## config.mk

```make
export PLATFORM = sky130hd
export DESIGN_NAME = frame_rate_acct
export DESIGN_NICKNAME = d
export VERILOG_FILES = /design/src/rtl/rl_acct_pkg.sv /design/src/rtl/rl_class_sel.sv /design/src/rtl/rl_charge_calc.sv /design/src/rtl/rl_token_bucket.sv /design/src/rtl/frame_rate_acct.sv
export SDC_FILE = /design/constraint.sdc
export NUM_CORES = 1
export LEC_CHECK = 0
export ABC_CLOCK_PERIOD_IN_PS = 10950
export BUFFER_PORTS_ARGS = -buffer_cell sky130_fd_sc_hd__buf_2
export CAP_MARGIN = 15
export CORE_ASPECT_RATIO = 0.7
export CORE_MARGIN = 5
export CORE_UTILIZATION = 48
export CTS_BUF_LIST = sky130_fd_sc_hd__clkbuf_2 sky130_fd_sc_hd__clkbuf_4 sky130_fd_sc_hd__clkbuf_8
export CTS_CLUSTER_SIZE = 8
export DETAILED_ROUTE_END_ITERATION = 16
export PLACE_DENSITY = 0.7
export SLEW_MARGIN = 15
export SYNTH_ARGS = -nofsm -noshare
export SYNTH_HDL_FRONTEND = slang
export SYNTH_SLANG_ARGS = --single-unit
```

## constraint.sdc

```tcl
create_clock -name clk -period 10.95 [get_ports clk]
set_clock_uncertainty 0.1 [all_clocks]
set_input_delay 0.5475 -clock clk [delete_from_list [all_inputs] [get_ports clk]]
set_output_delay 0.5475 -clock clk [all_outputs]
set_load 0.1 [all_outputs]
```

## src/rtl/rl_acct_pkg.sv

```systemverilog
package rl_acct_pkg;

   typedef enum logic [1:0] {
      LM_ALL        = 2'b00,
      LM_FL_MC_BC   = 2'b01,
      LM_MC_BC      = 2'b10,
      LM_BC         = 2'b11
   } lim_mode_e;

   typedef struct packed {
      lim_mode_e mode;
      logic      ifg_en;
      logic      pre_en;
   } shape_cfg_t;

   localparam int GAP_OVH_BYTES = 12;
   localparam int PRE_OVH_BYTES = 8;

endpackage

```

## src/rtl/rl_class_sel.sv

```systemverilog
module rl_class_sel
   import rl_acct_pkg::*;
(
   input  lim_mode_e mode,
   input  logic      is_bc,
   input  logic      is_mc,
   input  logic      is_fl,
   output logic      sel
);

   always_comb begin
      unique case (mode)
         LM_ALL:      sel = 1'b1;
         LM_FL_MC_BC: sel = is_bc | is_mc | is_fl;
         LM_MC_BC:    sel = is_bc | is_mc;
         LM_BC:       sel = is_bc;
         default:     sel = 1'b1;
      endcase
   end

endmodule

```

## src/rtl/rl_charge_calc.sv

```systemverilog
module rl_charge_calc #(
   parameter int LEN_W     = 14,
   parameter int GAP_BYTES = 12,
   parameter int PRE_BYTES = 8,
   localparam int CHG_W    = LEN_W + 1
) (
   input  logic [LEN_W-1:0] len,
   input  logic             gap_en,
   input  logic             pre_en,
   output logic [CHG_W-1:0] charge
);

   logic [CHG_W-1:0] gap_add;
   logic [CHG_W-1:0] pre_add;

   assign gap_add = gap_en ? CHG_W'(GAP_BYTES) : '0;
   assign pre_add = pre_en ? CHG_W'(PRE_BYTES) : '0;
   assign charge  = {1'b0, len} + gap_add + pre_add;

endmodule

```

## src/rtl/rl_token_bucket.sv

```systemverilog
module rl_token_bucket #(
   parameter int BKT_W = 20,
   parameter int CHG_W = 15
) (
   input  logic             clk,
   input  logic             rst_n,
   input  logic             tick,
   input  logic [BKT_W-1:0] refill,
   input  logic [BKT_W-1:0] depth,
   input  logic             take_req,
   input  logic [CHG_W-1:0] take_amt,
   output logic             take_ok,
   output logic [BKT_W-1:0] level
);

   localparam int SUM_W = BKT_W + 1;

   logic [BKT_W-1:0] amt_ext;
   logic [BKT_W-1:0] after_take;
   logic [SUM_W-1:0] after_fill;
   logic [BKT_W-1:0] level_nx;

   assign amt_ext    = BKT_W'(take_amt);
   assign take_ok    = (level >= amt_ext);
   assign after_take = (take_req && take_ok) ? (level - amt_ext) : level;
   assign after_fill = {1'b0, after_take} + (tick ? {1'b0, refill} : '0);
   assign level_nx   = (after_fill > {1'b0, depth}) ? depth : after_fill[BKT_W-1:0];

   always_ff @(posedge clk) begin
      if (!rst_n) level <= '0;
      else        level <= level_nx;
   end

endmodule

```

## src/rtl/frame_rate_acct.sv

```systemverilog
module frame_rate_acct
   import rl_acct_pkg::*;
#(
   parameter int LEN_W      = 14,
   parameter int BKT_W      = 20,
   parameter int RST_REFILL = 64,
   parameter int RST_DEPTH  = 4096,
   localparam int CHG_W     = LEN_W + 1
) (
   input  logic             clk,
   input  logic             rst_n,
   input  logic             cfg_we,
   input  logic [1:0]       cfg_mode,
   input  logic             cfg_ifg_en,
   input  logic             cfg_pre_en,
   input  logic [BKT_W-1:0] cfg_refill,
   input  logic [BKT_W-1:0] cfg_depth,
   input  logic             tick,
   input  logic             frm_valid,
   input  logic [LEN_W-1:0] frm_len,
   input  logic             frm_bcast,
   input  logic             frm_mcast,
   input  logic             frm_flood,
   output logic             res_valid,
   output logic             res_limited,
   output logic [CHG_W-1:0] res_charge,
   output logic             res_allow,
   output logic [BKT_W-1:0] bkt_level
);

   if (LEN_W < 4) begin : g_bad_len
      $error("LEN_W too small");
   end
   if (BKT_W < CHG_W) begin : g_bad_bkt
      $error("BKT_W must hold a full charge");
   end
   if (RST_DEPTH >= (1 << BKT_W) || RST_REFILL >= (1 << BKT_W)) begin : g_bad_rst
      $error("reset refill or depth exceeds BKT_W");
   end

   shape_cfg_t       cfg_q;
   logic [BKT_W-1:0] refill_q;
   logic [BKT_W-1:0] depth_q;
   logic [1:0]       mode_cur;

   always_ff @(posedge clk) begin
      if (!rst_n) begin
         cfg_q    <= '{mode: LM_ALL, ifg_en: 1'b0, pre_en: 1'b0};
         refill_q <= BKT_W'(RST_REFILL);
         depth_q  <= BKT_W'(RST_DEPTH);
      end else if (cfg_we) begin
         cfg_q    <= '{mode: lim_mode_e'(cfg_mode), ifg_en: cfg_ifg_en, pre_en: cfg_pre_en};
         refill_q <= cfg_refill;
         depth_q  <= cfg_depth;
      end
   end

   assign mode_cur = cfg_q.mode;

   logic             sel;
   logic [CHG_W-1:0] charge;
   logic             take_ok;

   rl_class_sel u_sel (
      .mode  (cfg_q.mode),
      .is_bc (frm_bcast),
      .is_mc (frm_mcast),
      .is_fl (frm_flood),
      .sel   (sel)
   );

   rl_charge_calc #(
      .LEN_W     (LEN_W),
      .GAP_BYTES (GAP_OVH_BYTES),
      .PRE_BYTES (PRE_OVH_BYTES)
   ) u_chg (
      .len    (frm_len),
      .gap_en (cfg_q.ifg_en),
      .pre_en (cfg_q.pre_en),
      .charge (charge)
   );

   rl_token_bucket #(
      .BKT_W (BKT_W),
      .CHG_W (CHG_W)
   ) u_bkt (
      .clk      (clk),
      .rst_n    (rst_n),
      .tick     (tick),
      .refill   (refill_q),
      .depth    (depth_q),
      .take_req (frm_valid && sel),
      .take_amt (charge),
      .take_ok  (take_ok),
      .level    (bkt_level)
   );

   always_ff @(posedge clk) begin
      if (!rst_n) begin
         res_valid   <= 1'b0;
         res_limited <= 1'b0;
         res_charge  <= '0;
         res_allow   <= 1'b0;
      end else begin
         res_valid   <= frm_valid;
         res_limited <= frm_valid && sel;
         res_charge  <= (frm_valid && sel) ? charge : '0;
         res_allow   <= frm_valid && (!sel || take_ok);
      end
   end

endmodule

```

==> results.toml <==
[worst_hold_path]
hold-path-cell-count = 3
min_path_type = "in2reg"
holdPathEnd = "refill_q[6]"
min-delay-start = "cfg_refill[6]"

[clocking]
ctsLongestPathBuffers = 2
post_cts_buffers = 0
cts_buffers = 9
cts_resized = 0
cts_tree = "built"
hold_buffers = 0
clockRootBuffer = "clkbuf_8"
clock_sinks = 82
htreeDepth = 3
clkTransAtPathRegs_ns = 0.09
clk_latency_ns = 0.36

[synth]
synth_edf_count = 0
synth_area_per_cell_um2 = 8.38
async_flop_share_pct = 0
synth.largest_area_cell = "dfxtp_1"
ys_warn_count = 0
yosys_register_bits = 82
synth_area_leaders = "dfxtp_1 29%, ha_1 13%, mux2i_1 10%"
synthDistinctLibCells = 57
synthMostInstantiatedCell = "nor2_1"
ys.flop_type = "dfxtp_1"
ys_seq_area_share_pct = 29.3
netlist_area_um2 = 5600
synthCells = 669
synth_top_area_share_pct = 29.3
syn_nets = 797
synth_common_cells = "98 x nor2_1, 82 x dfxtp_1, 58 x ha_1, 57 x mux2i_1, 46 x inv_1"

[worst_setup_path]
arrival_ns = 9.09
crit_path_end_kind = "flop"
r2r-start = "cfg_q[1]"
critPathKind = "reg2reg"
critPathMaxFanout = 34
worstPathRequired_ns = 11.12
r2r_end = "u_bkt.level[15]"
cpPeakStageDelay_ns = 0.55
rrSetupSlack_ns = 2.03
slowest_stage = "or4_1"
r2r_cells = 34
cp_common_cell = "ha_1"
start_kind = "flop"

[grt]
grt_max_degree = 46
grt_pass1_wl_um = 23200
grt_usage_pct = 20.5
grt_pass1_vias = 4846
grt_antenna_before_repair = 0
overflow = 0

[floorplanning]
ios = 104
core_area_um2 = 11600
initial_core_util_pct = 48.5
die_h_um = 100
fp.dieW_um = 139
die-area_um2 = 14000
rows = 33

[routing]
drc_errors = 0
vias = 4971
dr.pass1.iters = 4
avgRoutedWirePerCell_um = 15.5
wl_um = 14400
ant_nets = 0
drt-initial-drc-count = 227
vias_per_cell = 5.36

[cells_and_area]
drive_above_1_share_pct = 17.3
nets = 893
fin_area_um2 = 6450
register_area_um2 = 1640
filler_cell_count = 1111
fin_cells = 927
num_antenna_cells = 0
area_growth_pct = 15.2
multi_input_area_um2 = 3700

[sta]
worstMarginPinSlew_ns = 0.767
final_max_slew_viol_count = 0
finalSetupTns_ns = 0
worst_slew_margin_rel_pct = 48.9
final-setup-viol-count = 0
fin_worst_hold_slack_ns = 0.305
fmax_ghz = 0.112
min_period_over_period_pct = 81.4
hold_viol_final = 0
min_period_ns = 8.92
rsz0062_at_grt = "no"

[placement]
placed_area_um2 = 6240
io_buffers = 103
dp_cells = 911
gp_congestion = 0.900
dpl.hpwl_um = 11700

[power]
p_total_mw = 1.89
irDropWorstVdd_mv = 0.194
powerDensity_nw_per_um2 = 293
p_leak_nw = 3.31

[outcome]
status = "finished clean"

[flow_run]
cap_violations = 0
## logic make-up (layout without fill, tap and decap cells)
logic type / after synthesis / in the layout / synth area share (%)
flip-flops: 82 / 82 / 29.3
AO/OA/AOI/OAI: 132 / 132 / 16.3
buffers and inverters: 67 / 168 / 4.76
AND/OR/NAND/NOR: 229 / 229 / 18.9
multiplexers: 57 / 57 / 10.2
adder cells (fa/ha/maj): 62 / 62 / 14.4
XOR/XNOR: 40 / 40 / 6.25
## critical path, delay by kind of cell (launching register included)
family	cells	cell delay, ns
buf+inv	4	0.52
fa+ha+maj	6	2.10
compound gates	9	2.42
flops	1	0.36
xor+xnor	1	0.20
simple gates	13	2.74
mux	1	0.36
## power breakdown
group	internal, mW	switching (mW)	leakage (nW)
Clock	0.115	0.117	0.103
Sequential	0.342	0.0431	0.676
Combinational	0.452	0.820	2.53
## stage by stage
stage	util [%]	worst slack [ns]
3_5_place_dp	54.0	1.82
3_3_place_gp	54.0	2.21
2_1_floorplan	-	2.91
6_report	55.8	2.03
4_1_cts	55.8	2.12
5_1_grt	55.8	1.30
## registers in the layout, summed over array words and instances, names as in the netlist
register / count
mode_cur: 2
refill_q: 20
res_limited: 1
res_allow: 1
depth_q: 20
u_bkt.level: 20
cfg_q: 2
res_valid: 1
res_charge: 15
## cell usage in the layout, fill, tap and decap left out, drive strengths merged, types with 3 or more instances in the layout
cell type,n
inv,46
a21boi,3
a31o,3
and2,25
a21oi,31
nor3,15
o21ai,26
ha,58
nor2,98
nand2,45
or3,3
a211oi,6
nand4,6
xor2,21
a211o,4
and3,4
a21o,20
nand2b,7
o21bai,3
nor2b,3
xnor2,19
o211ai,7
clkbuf,11
nor4,3
buf,106
fa,4
clkinv,3
or4,4
mux2i,57
dfxtp,82
nand3,12
o21a,8
## layer usage
layer | GRT usage (%) | up-vias | wire length [um]
li1 | - | 2524 | -
met3 | 4.67 | 18 | 821
met5 | 0 | - | 0
met1 | 27.1 | 2288 | 6780
met2 | 34.2 | 141 | 6600
met4 | 5.19 | 0 | 212
## layout make-up
| cell class | count | area share [%] |
|---|---|---|
| Clock inverter | 5 | 0.989 |
| Multi-Input combinational cell | 520 | 57.3 |
| Inverter | 46 | 2.68 |
| Sequential cell | 82 | 25.4 |
| Tap cell | 157 | 3.04 |
| Clock buffer | 11 | 2.25 |
| Timing Repair Buffer | 106 | 8.34 |
## how the worst max path moves through the flow
| stage | from | end | slack [ns] |
|---|---|---|---|
| final | cfg_q[1] | u_bkt.level[15] | 2.03 |
| after global routing | cfg_q[1] | u_bkt.level[15] | 1.30 |
| after CTS | cfg_q[1] | u_bkt.level[15] | 2.12 |
| after detailed placement | frm_len[3] | u_bkt.level[2] | 1.82 |
| after global placement | frm_len[3] | u_bkt.level[15] | 2.21 |
| after floorplan | frm_len[3] | u_bkt.level[11] | 2.91 |
(Power assumes the default switching activity.)
